### config.mk
export PLATFORM = sky130hd
export DESIGN_NAME = tlm_block_framer
export DESIGN_NICKNAME = d
export VERILOG_FILES = /design/src/rtl/tbf_pkg.sv /design/src/rtl/tbf_evt_latch.sv /design/src/rtl/tbf_blk_ctr.sv /design/src/rtl/tbf_byte_gen.sv /design/src/rtl/tlm_block_framer.sv
export SDC_FILE = /design/constraint.sdc
export NUM_CORES = 1
export LEC_CHECK = 0
export ABC_AREA = 1
export ABC_CLOCK_PERIOD_IN_PS = 1600
export BUFFER_PORTS_ARGS = -buffer_cell sky130_fd_sc_hd__buf_2
export CORE_MARGIN = 5
export CORE_UTILIZATION = 50
export CTS_CLUSTER_DIAMETER = 80
export CTS_CLUSTER_SIZE = 16
export DETAILED_ROUTE_END_ITERATION = 7
export PLACE_DENSITY = 0.76
export SETUP_SLACK_MARGIN = 0.15
export SLEW_MARGIN = 20
export SYNTH_ARGS = -nofsm -noshare
export SYNTH_HDL_FRONTEND = slang
export SYNTH_SLANG_ARGS = --single-unit
### constraint.sdc
create_clock -name clk -period 1.6 [get_ports clk]
set_input_delay 0.08 -clock clk [delete_from_list [all_inputs] [get_ports clk]]
set_output_delay 0.08 -clock clk [all_outputs]
set_load 0.01 [all_outputs]
### src/rtl/tbf_pkg.sv
package tbf_pkg;

    localparam int BYTE_W       = 8;
    localparam int LEN_W        = 10;
    localparam int HDR_BYTES    = 13;
    localparam int HW_HDR_BYTES = 2;
    localparam int MARK_BYTES   = 4;
    localparam int IDX_W        = $clog2(HDR_BYTES);
    localparam int NUM_EVT      = 3;

    localparam logic [BYTE_W-1:0] SYNC_BYTE  = 8'hFF;
    localparam logic [BYTE_W-1:0] CODE_NIGHT = 8'hFA;
    localparam logic [BYTE_W-1:0] CODE_BELT  = 8'hFB;
    localparam logic [BYTE_W-1:0] CODE_MIB   = 8'hFE;

    typedef enum logic [1:0] {
        PH_IDLE,
        PH_HDR,
        PH_DATA,
        PH_MARK
    } phase_t;

    typedef enum logic [1:0] {
        MK_NONE,
        MK_NIGHT,
        MK_BELT,
        MK_MIB
    } mark_t;

    typedef struct packed {
        logic [15:0]       t0;
        logic [BYTE_W-1:0] dpf;
        logic [BYTE_W-1:0] unf;
        logic [BYTE_W-1:0] rep;
        logic [BYTE_W-1:0] tally;
        logic [BYTE_W-1:0] plan;
        logic [BYTE_W-1:0] integ;
        logic [LEN_W-1:0]  len_m1;
        logic [BYTE_W-1:0] ctrl;
    } hdr_t;

    function automatic logic [BYTE_W-1:0] mark_code(mark_t k);
        case (k)
            MK_NIGHT: return CODE_NIGHT;
            MK_BELT:  return CODE_BELT;
            MK_MIB:   return CODE_MIB;
            default:  return SYNC_BYTE;
        endcase
    endfunction

    function automatic logic is_suspend(mark_t k);
        return (k == MK_NIGHT) || (k == MK_BELT);
    endfunction

    // Header byte selected by its position in the 13-byte header.
    function automatic logic [BYTE_W-1:0] hdr_byte(hdr_t h, logic [IDX_W-1:0] i);
        logic [15:0] len_w;
        len_w = 16'(h.len_m1);
        case (i)
            4'd2:    return h.t0[7:0];
            4'd3:    return h.t0[15:8];
            4'd4:    return h.dpf;
            4'd5:    return h.unf;
            4'd6:    return h.rep;
            4'd7:    return h.tally;
            4'd8:    return h.plan;
            4'd9:    return h.integ;
            4'd10:   return len_w[7:0];
            4'd11:   return len_w[15:8];
            4'd12:   return h.ctrl;
            default: return SYNC_BYTE;
        endcase
    endfunction

endpackage

### src/rtl/tbf_evt_latch.sv
module tbf_evt_latch
    import tbf_pkg::*;
(
    input  logic  clk,
    input  logic  rst,
    input  logic  night_evt,
    input  logic  belt_evt,
    input  logic  mib_evt,
    input  logic  block,
    input  logic  take,
    input  logic  drop,
    output logic  pend_any,
    output mark_t pend_kind
);

    // bit 0 night, bit 1 belt, bit 2 mode block; lower index wins
    logic [NUM_EVT-1:0] pend_q, pend_d, raise, grant;

    assign raise = {mib_evt, belt_evt, night_evt};

    always_comb begin
        grant = '0;
        for (int i = 0; i < NUM_EVT; i++) begin
            if (pend_q[i] && (grant == '0)) grant[i] = 1'b1;
        end
    end

    always_comb begin
        if (grant[0])      pend_kind = MK_NIGHT;
        else if (grant[1]) pend_kind = MK_BELT;
        else if (grant[2]) pend_kind = MK_MIB;
        else               pend_kind = MK_NONE;
    end

    assign pend_any = |pend_q;

    always_comb begin
        pend_d = pend_q;
        if (take)   pend_d = pend_d & ~grant;
        if (!block) pend_d = pend_d | raise;
        if (drop)   pend_d = '0;
    end

    always_ff @(posedge clk) begin
        if (rst) pend_q <= '0;
        else     pend_q <= pend_d;
    end

    // nothing new becomes pending while suspended
    p_no_new_when_susp_r12: assert property (@(posedge clk) disable iff (rst)
        block |=> ((pend_q & ~$past(pend_q)) == '0));

    // a marker is only started for a held event
    p_take_has_event_r9: assert property (@(posedge clk) disable iff (rst)
        take |-> (pend_q != '0));

endmodule

### src/rtl/tbf_blk_ctr.sv
module tbf_blk_ctr #(
    parameter int BLOCK_BYTES = 256
) (
    input  logic clk,
    input  logic rst,
    input  logic adv,
    output logic at_start
);

    localparam int  CNT_W = (BLOCK_BYTES > 1) ? $clog2(BLOCK_BYTES) : 1;
    localparam bit  POW2  = ((BLOCK_BYTES & (BLOCK_BYTES - 1)) == 0);
    localparam logic [CNT_W-1:0] LAST = CNT_W'(BLOCK_BYTES - 1);

    logic [CNT_W-1:0] cnt_q;

    generate
        if (POW2) begin : g_pow2
            always_ff @(posedge clk) begin
                if (rst)      cnt_q <= '0;
                else if (adv) cnt_q <= cnt_q + CNT_W'(1);
            end
        end else begin : g_cmp
            always_ff @(posedge clk) begin
                if (rst)      cnt_q <= '0;
                else if (adv) cnt_q <= (cnt_q == LAST) ? '0 : cnt_q + CNT_W'(1);
            end
        end
    endgenerate

    assign at_start = (cnt_q == '0);

    // the last byte of a block is followed by byte 0
    p_wrap_r5: assert property (@(posedge clk) disable iff (rst)
        (adv && (cnt_q == LAST)) |=> (cnt_q == '0));

    // position only moves on an emitted byte
    p_hold_r5: assert property (@(posedge clk) disable iff (rst)
        !adv |=> $stable(cnt_q));

endmodule

### src/rtl/tbf_byte_gen.sv
module tbf_byte_gen
    import tbf_pkg::*;
#(
    parameter logic [7:0] FILL_BYTE = 8'hF9
) (
    input  phase_t            ph,
    input  logic              item_start,
    input  logic [IDX_W-1:0]  idx,
    input  hdr_t              hdr,
    input  mark_t             kind,
    input  logic [BYTE_W-1:0] data,
    input  logic              data_ok,
    output logic [BYTE_W-1:0] byte_o
);

    always_comb begin
        case (ph)
            PH_IDLE: byte_o = item_start ? SYNC_BYTE : FILL_BYTE;
            PH_HDR:  byte_o = hdr_byte(hdr, idx);
            PH_DATA: byte_o = data_ok ? data : FILL_BYTE;
            PH_MARK: byte_o = (idx < IDX_W'(2)) ? SYNC_BYTE : mark_code(kind);
            default: byte_o = FILL_BYTE;
        endcase
    end

endmodule

### src/rtl/tlm_block_framer.sv
module tlm_block_framer
    import tbf_pkg::*;
#(
    parameter int         BLOCK_BYTES = 256,
    parameter logic [7:0] FILL_BYTE   = 8'hF9
) (
    input  logic              clk,
    input  logic              rst,
    input  logic              slot,
    input  logic              hw_mode,
    input  logic              hdr_valid,
    output logic              hdr_ready,
    input  logic [15:0]       hdr_time,
    input  logic [7:0]        hdr_dp_flags,
    input  logic [7:0]        hdr_unit_flags,
    input  logic [7:0]        hdr_repeat,
    input  logic [7:0]        hdr_tally,
    input  logic [7:0]        hdr_plan,
    input  logic [7:0]        hdr_integ,
    input  logic [LEN_W-1:0]  hdr_len_m1,
    input  logic [7:0]        hdr_ctrl,
    input  logic              rec_valid,
    output logic              rec_ready,
    input  logic [7:0]        rec_data,
    input  logic              night_evt,
    input  logic              belt_evt,
    input  logic              mib_evt,
    input  logic              resume,
    output logic              out_valid,
    output logic [7:0]        out_data,
    output logic              out_sob
);

    localparam logic [IDX_W-1:0] HDR_LAST  = IDX_W'(HDR_BYTES - 1);
    localparam logic [IDX_W-1:0] HW_LAST   = IDX_W'(HW_HDR_BYTES - 1);
    localparam logic [IDX_W-1:0] MARK_LAST = IDX_W'(MARK_BYTES - 1);

    phase_t            st_q, st_d;
    logic [IDX_W-1:0]  idx_q, idx_d;
    logic [LEN_W-1:0]  dcnt_q, dcnt_d;
    hdr_t              hdr_q, hdr_d, hdr_in;
    logic              hw_q, hw_d;
    mark_t             kind_q, kind_d;
    logic              susp_q, susp_set;
    logic              pend_any;
    mark_t             pend_kind;
    logic              mark_take;
    logic              emit, item_start, data_ok;
    logic              blk_at_start;
    logic [7:0]        gen_byte;

    assign hdr_in = '{t0:     hdr_time,
                      dpf:    hdr_dp_flags,
                      unf:    hdr_unit_flags,
                      rep:    hdr_repeat,
                      tally:  hdr_tally,
                      plan:   hdr_plan,
                      integ:  hdr_integ,
                      len_m1: hdr_len_m1,
                      ctrl:   hdr_ctrl};

    tbf_evt_latch u_evt (
        .clk       (clk),
        .rst       (rst),
        .night_evt (night_evt),
        .belt_evt  (belt_evt),
        .mib_evt   (mib_evt),
        .block     (susp_q),
        .take      (mark_take),
        .drop      (susp_set),
        .pend_any  (pend_any),
        .pend_kind (pend_kind)
    );

    tbf_blk_ctr #(.BLOCK_BYTES(BLOCK_BYTES)) u_ctr (
        .clk      (clk),
        .rst      (rst),
        .adv      (emit),
        .at_start (blk_at_start)
    );

    tbf_byte_gen #(.FILL_BYTE(FILL_BYTE)) u_gen (
        .ph         (st_q),
        .item_start (item_start),
        .idx        (idx_q),
        .hdr        (hdr_q),
        .kind       (kind_q),
        .data       (rec_data),
        .data_ok    (data_ok),
        .byte_o     (gen_byte)
    );

    // One byte decision per granted slot.
    always_comb begin
        st_d       = st_q;
        idx_d      = idx_q;
        dcnt_d     = dcnt_q;
        hdr_d      = hdr_q;
        hw_d       = hw_q;
        kind_d     = kind_q;
        emit       = 1'b0;
        item_start = 1'b0;
        mark_take  = 1'b0;
        susp_set   = 1'b0;
        data_ok    = 1'b0;
        hdr_ready  = 1'b0;
        rec_ready  = 1'b0;
        if (slot) begin
            case (st_q)
                PH_IDLE: begin
                    hdr_ready = !susp_q && !pend_any;
                    if (!susp_q && pend_any) begin
                        emit       = 1'b1;
                        item_start = 1'b1;
                        mark_take  = 1'b1;
                        kind_d     = pend_kind;
                        st_d       = PH_MARK;
                        idx_d      = IDX_W'(1);
                    end else if (hdr_ready && hdr_valid) begin
                        emit       = 1'b1;
                        item_start = 1'b1;
                        hdr_d      = hdr_in;
                        hw_d       = hw_mode;
                        st_d       = PH_HDR;
                        idx_d      = IDX_W'(1);
                    end else if (!blk_at_start) begin
                        emit = 1'b1;
                    end
                end
                PH_HDR: begin
                    emit = 1'b1;
                    if (idx_q == (hw_q ? HW_LAST : HDR_LAST)) begin
                        st_d   = PH_DATA;
                        idx_d  = '0;
                        dcnt_d = '0;
                    end else begin
                        idx_d = idx_q + IDX_W'(1);
                    end
                end
                PH_DATA: begin
                    rec_ready = 1'b1;
                    emit      = 1'b1;
                    if (rec_valid) begin
                        data_ok = 1'b1;
                        if (dcnt_q == hdr_q.len_m1) st_d = PH_IDLE;
                        else                        dcnt_d = dcnt_q + LEN_W'(1);
                    end
                end
                PH_MARK: begin
                    emit = 1'b1;
                    if (idx_q == MARK_LAST) begin
                        st_d  = PH_IDLE;
                        idx_d = '0;
                        if (is_suspend(kind_q)) susp_set = 1'b1;
                    end else begin
                        idx_d = idx_q + IDX_W'(1);
                    end
                end
                default: st_d = PH_IDLE;
            endcase
        end
    end

    always_ff @(posedge clk) begin
        if (rst) begin
            st_q      <= PH_IDLE;
            idx_q     <= '0;
            dcnt_q    <= '0;
            hdr_q     <= '0;
            hw_q      <= 1'b0;
            kind_q    <= MK_NONE;
            susp_q    <= 1'b0;
            out_valid <= 1'b0;
            out_data  <= '0;
            out_sob   <= 1'b0;
        end else begin
            st_q      <= st_d;
            idx_q     <= idx_d;
            dcnt_q    <= dcnt_d;
            hdr_q     <= hdr_d;
            hw_q      <= hw_d;
            kind_q    <= kind_d;
            if (susp_set)    susp_q <= 1'b1;
            else if (resume) susp_q <= 1'b0;
            out_valid <= emit;
            out_data  <= gen_byte;
            out_sob   <= emit && blk_at_start;
        end
    end

    // no record is taken while suspended
    p_susp_blocks_hdr_r8: assert property (@(posedge clk) disable iff (rst)
        susp_q |-> !hdr_ready);

    // a marker holds its place until its next slot
    p_mark_whole_r11: assert property (@(posedge clk) disable iff (rst)
        (st_q == PH_MARK && !slot) |=> (st_q == PH_MARK && $stable(idx_q)));

    // the two handshakes never overlap
    p_ready_excl_r3: assert property (@(posedge clk) disable iff (rst)
        !(hdr_ready && rec_ready));

    // payload count stays within the captured length
    p_len_bound_r3: assert property (@(posedge clk) disable iff (rst)
        (st_q == PH_DATA) |-> (dcnt_q <= hdr_q.len_m1));

endmodule

==> results.cfg, run 1 <==
[run_status]
status = finished, violations left
failed_checks = design-rule violations, negative setup slack

[pwr]
vdd_drop_max_mv = 0.681
p_per_area_nw_per_um2 = 1060
p_leak_nw = 4.11
p_total_mw = 10.4

[critical_path]
cpPeakStageDelay_ns = 0.40
worst_path_max_delay_cell = dfxtp_4
crit_family = simple AND/OR/NAND/NOR gates
path_cells = inv_4, buf_6, ha_4, nand3_4, inv_6, buf_4, a21oi_2, nand2_1, nor2_2, nor2_1
cp_max_fo = 6
crit_arrival_ns = 2.09
end_kind = register
crit_required_ns = 1.92
worst-setup-path-type = reg2reg
critPathLaunchType = register
cp_num_buf_inv = 4

[drt]
wl_per_cell_um = 22.3
drc_errors = 4
firstDrtPassIters = 8
vias = 7712
viasPerCell = 6.04
wl_met3_um = 2860
routed_wl_um = 28500
met1Wirelength_um = 9600
drtAntennaViolNets = 0
drt-initial-drc-count = 1290
wl_met2_um = 13200
top_layer = met4

[clock_tree]
clk_latency_ns = 0.43
cts_tree = done
clockBufferDepth = 2
htreeDepth = 4
root_buffer = clkbuf_16
cts_sinks = 123
path_clk_slew_ns = 0.06
cts_made_buffers = 17

[global_routing]
antenna_found_initial = 0
grt_pass1_vias = 7060
grt_overflow = 0
grt_pass1_wl_um = 34800
grt_usage = 0.307
grt_max_degree = 57

[logic_synthesis]
ys.flop_type = dfxtp_1
synth-seq-cells = 123
syn_nets = 952
ys_seq_area_frac = 0.414
avgSynthCellArea_um2 = 7.06
ys_types = 39
async_flop_share = 0
netlist_instances = 843
synth_warnings = 0
synth_edf_count = 0
synth_area_um2 = 5950

[timing]
setup_viol = 23
fin_crit_sh = 1.11
setup_tns_ns = -1.42
tightestPinTransition_ns = 0.392
drv_slew = 0
fmax_mhz = 565
setup_ws_ns = -0.170
fin_skew_ns = 0.00986
rsz0062_at_grt = yes
min_period_ns = 1.77
finalHoldViolations = 0
slew_headroom = 0.737

[finish]
multi_input_area_um2 = 3510
ff_latch_area_um2 = 2490
diodes = 0
area.growth.synth_to_final_pct = 64.0
finalNetCount = 1229
final_common_cell = nand2_1
final_cell_mix = nand2_1 (119), buf_2 (110), dfxtp_1 (109), inv_1 (94), nor2_1 (91)
drive_gt1_frac = 0.372
fillers = 538

[floorplanning]
core_region_area_um2 = 11600
io-pin-count = 112
die_w_um = 119
initial_core_util = 0.515
rows = 39
die_h_um = 119
die_area_um2 = 14200

[placement]
dp_hpwl_um = 12400
globalplace.congestion = 0.949
portBuffers = 111
dp_slack_ns = -0.170

[job]
maxCapViolCount = 0

[worst_hold_path]
worst_hold_path_type = in2reg
==> report_power, final <==
| part | total (mW) | internal (mW) | switching, mW |
|---|---|---|---|
| Combinational | 2.79 | 1.22 | 1.57 |
| Clock | 4.06 | 2.50 | 1.56 |
| Sequential | 3.54 | 3.33 | 0.216 |
==> sequential cells by signal, indices dropped and copies added (netlist names) <==
signal,count
dcnt_q,10
hdr_q,82
hw_q,1
idx_q,4
kind_q,2
out_data,8
out_sob,1
out_valid,1
st_q,2
susp_q,1
u_ctr.cnt_q,8
u_evt.pend_q,3
==> per-layer routing <==
metal | vias up | GRT usage
li1 | 3315 | -
met1 | 3478 | 0.336
met2 | 650 | 0.551
met3 | 269 | 0.0692
met4 | 0 | 0.164
met5 | - | 0
==> logic make-up after synthesis <==
family	count (synthesis)	synth area share
buf+inv	150	0.118
fa+ha+maj	9	0.0189
flops	123	0.414
simple gates	333	0.244
xor+xnor	1	0.00147
compound gates	227	0.204
==> Yosys cell counts (10+ instances only) <==
library cell / instances / area (µm²)
nand2_1: 133 / 499
nor2_1: 124 / 465
dfxtp_1: 123 / 2460
inv_1: 108 / 405
o21ai_0: 99 / 495
a21oi_1: 81 / 405
nand3_1: 30 / 150
o22ai_1: 19 / 119
buf_6: 15 / 169
nand4_1: 15 / 93.8
o21ai_1: 12 / 60.1
nand2_2: 10 / 62.6
==> timing repair <==
item | in CTS | in global routing
gates resized for setup | 90 | 160
hold buffers | 87 | 2
pin swaps | 32 | 66
setup buffers | 13 | 11
endpoints found under the setup margin | 91 | 121
gates cloned | 6 | 7
hold endpoints to repair | 87 | 2
==> final timing paths <==
| kind | slack [ns] | end | start | cells after the start |
|---|---|---|---|---|
| worst max-delay path | -0.17 | out_data[4] | idx_q[0] | 10 |
| worst min-delay path | 0.008 | hdr_q[13] | hdr_len_m1[5] | 3 |
| worst max register to register | -0.17 | out_data[4] | idx_q[0] | 10 |
| worst min register to register | 0.46 | hdr_q[72] | hdr_q[72] | 2 |
==> worst register-to-register path, delay by kind of cell, from the launching register on <==
| kind | cells | cell delay [ns] |
|---|---|---|
| flip-flops | 1 | 0.40 |
| AND/OR/NAND/NOR | 4 | 0.42 |
| AO/OA/AOI/OAI | 1 | 0.23 |
| adder cells (fa/ha/maj) | 1 | 0.20 |
| buffers and inverters | 4 | 0.40 |
==> per-stage QoR <==
step	hold WS [ns]	instances	area (µm²)	utilization
floorplan	0.164	843	5990	-
global placement	0.316	1118	6940	0.600
detailed placement	0.320	1118	6940	0.600
CTS	0.000423	1256	8970	0.775
global route	0.0364	1276	9760	0.844
finish	0.00817	1276	9760	0.844
==> layout make-up <==
cell class,instances,area share
clock buffer,19,0.0454
clock inverter,13,0.0169
inverter,115,0.0478
multi-input combinational,571,0.360
sequential,123,0.255
tap,143,0.0183
timing repair buffer,292,0.256
Power figures use the tool's default switching activity.
==> inputs of run 2 (changes only) <==
- CORE_UTILIZATION: 50 -> 51
- PLACE_DENSITY: 0.76 -> 0.77
- SYNTH_HIERARCHICAL: not set -> 1
- TNS_END_PERCENT: not set -> 20
==> results.cfg, run 2 <==
[global_routing]
grt_usage = 0.302
grt_overflow = 0
use_met3 = 0.0641
use_met2 = 0.538
busiest_layer = met2
antenna_found_initial = 2
met1_usage = 0.336
grt_pass1_vias = 7299
grt_pass1_wl_um = 34700
grt_max_degree = 53

[drt]
viasPerCell = 5.58
routed_wl_um = 23600
drc_errors = 0
drt-initial-drc-count = 893
wl_per_cell_um = 17.2
firstDrtPassIters = 6
drtAntennaViolNets = 0
vias = 7663

[finish]
largest_reg_flops = 82
final_common_cell = nor2_1
drive_gt1_frac = 0.337
fin_cells = 1373
ff_latch_area_um2 = 2500
area.growth.synth_to_final_pct = 54.7
final_cell_mix = nor2_1 (181), nand2_1 (170), buf_2 (111), dfxtp_1 (104), dlygate4sd3_1 (88)
finalNetCount = 1318
multi_input_area_um2 = 3600
fillers = 691
regMostFlops = hdr_q
design_area_um2 = 9550
top_regs = hdr_q: 82 flops, dcnt_q: 10 flops

[critical_path]
worst-setup-path-type = reg2reg
end_kind = register
path_cells = inv_2, nand3_2, inv_2, nand2_2, nor2_4, inv_2, nor2_4, buf_12, buf_12, buf_16, o21ai_1, nor2_1
cpPeakStageDelay_ns = 0.33
crit_top_cell = inv_2
crit_arrival_ns = 2.03
cp_max_fo = 13
critPathLaunchType = register
worst_path_max_delay_cell = dfxtp_2
crit_required_ns = 1.95

[clock_tree]
cts_sinks = 123
clk_latency_ns = 0.43
htreeDepth = 4
cts_made_buffers = 17
root_buffer = clkbuf_16
path_clk_slew_ns = 0.06
cts_tree = done
clockBufferDepth = 2

[floorplanning]
die_area_um2 = 14400
io-pin-count = 112
core_region_area_um2 = 12000
rows = 40
die_w_um = 120
die_h_um = 120
initial_core_util = 0.516

[logic_synthesis]
synth_top_area_share = 0.399
synth-seq-cells = 123
synthSimpleGateAreaFrac = 0.379
netlist_instances = 943
ys_seq_area_frac = 0.399
synth_warnings = 6
synth.area.top_cells = dfxtp_1 (40%), nor2_1 (15%), nand2_1 (11%)
yosysTopAreaCell = dfxtp_1
async_flop_share = 0
synth.most_common_cell = nor2_1
ys_types = 38
synth_edf_count = 0
yosys-top-cells-count = nor2_1 (240), nand2_1 (187), dfxtp_1 (123)
ys.flop_type = dfxtp_1
avgSynthCellArea_um2 = 6.55
synth_area_um2 = 6170
synth_top_family_by_area = simple AND/OR/NAND/NOR gates
synth_xor_area_frac = 0.00567
yosys.area_share.adder = 0.0122
syn_nets = 1049
muxShareOfSynthArea = 0
synth_compound_area_frac = 0.119

[timing]
min_period_ns = 1.68
setup_viol = 25
tightestPinTransition_ns = 0.368
setup_tns_ns = -0.625
rsz0062_at_grt = yes
fin_crit_sh = 1.05
drv_slew = 0
fmax_mhz = 595
finalHoldViolations = 0
slew_headroom = 0.754
fin_skew_ns = 0.0142
setup_ws_ns = -0.0796

[job]
maxCapViolCount = 0

[pwr]
combPwrFrac = 0.224
p_total_mw = 9.67
p_leak_nw = 4.50
pwr-share-seq = 0.361
p_sw_mw = 2.84
p_per_area_nw_per_um2 = 1010
switching_share = 0.294
p_int_mw = 6.83
power_frac_clock = 0.416
vdd_drop_max_mv = 0.832

[placement]
portBuffers = 111
post_dp_cell_area_um2 = 7310
dp.cells = 1230
dp_hpwl_um = 12900
globalplace.congestion = 0.943

[run_status]
failed_checks = negative setup slack
status = finished, violations left

[worst_hold_path]
worst_hold_path_type = in2reg
[run 2: worst max-delay path: cells and delay by family, from the launching register on]
family	cells	cell delay, ns
compound gates	1	0.08
buf+inv	6	0.65
flops	1	0.33
simple gates	5	0.56
[run 2: power by group through the flow]
stage,Sequential [mW],Clock (mW),Combinational [mW]
2_1_floorplan,3.50,0,0.985
3_3_place_gp,3.51,0,1.53
3_5_place_dp,3.51,0,1.56
4_1_cts,3.45,4.00,1.89
5_1_grt,3.51,4.15,2.34
6_report,3.49,4.02,2.16
[run 2: what timing repair did]
action | 4_1_cts | 5_1_grt
endpoints found under the setup margin | 119 | 125
hold buffers | 88 | 0
endpoints found under the hold margin | 88 | 0
pin swaps | 13 | 30
buffers inserted | 16 | 3
cloned | 2 | 1
gates resized for setup | 69 | 110
[run 2: worst paths after layout]
check	startpoint	cells past startpoint	slack (ns)	endpoint
setup / recovery	u_evt/pend_q[2]	12	-0.08	hdr_q[11]
hold / removal	rec_data[5]	7	0.01	out_data[5]
setup reg to reg	u_evt/pend_q[2]	12	-0.08	hdr_q[11]
hold reg to reg	hdr_q[13]	2	0.50	hdr_q[13]
[run 2: cells by family after synthesis]
group / after synthesis
and+or+nand+nor: 545
AOI/OAI and AO/OA: 137
buffers and inverters: 128
DFF: 123
adders and majority gates: 6
xor gates and xnor gates: 4
[run 2: final cells by class]
class | instances | area share
Antenna cell | 2 | 0.000524
Timing Repair Buffer | 283 | 0.240
Clock inverter | 9 | 0.0143
Multi-Input combinational cell | 692 | 0.377
Inverter | 95 | 0.0379
Clock buffer | 22 | 0.0496
Tap cell | 147 | 0.0193
Sequential cell | 123 | 0.262
[run 2: per-layer routing]
layer,wire length [µm],part of all wire
met1,8460,0.36
met2,11700,0.50
met3,1840,0.078
met4,1530,0.065
met5,0,0
[run 2: metrics by stage]
stage	worst slack [ns]	hold slack [ns]	util
6_report	-0.0796	0.0140	0.799
5_1_grt	-0.127	0.0335	0.799
4_1_cts	0.0573	0.00564	0.766
3_5_place_dp	-0.0105	0.305	0.611
3_3_place_gp	-0.0292	0.303	0.611
2_1_floorplan	0.120	0.152	-
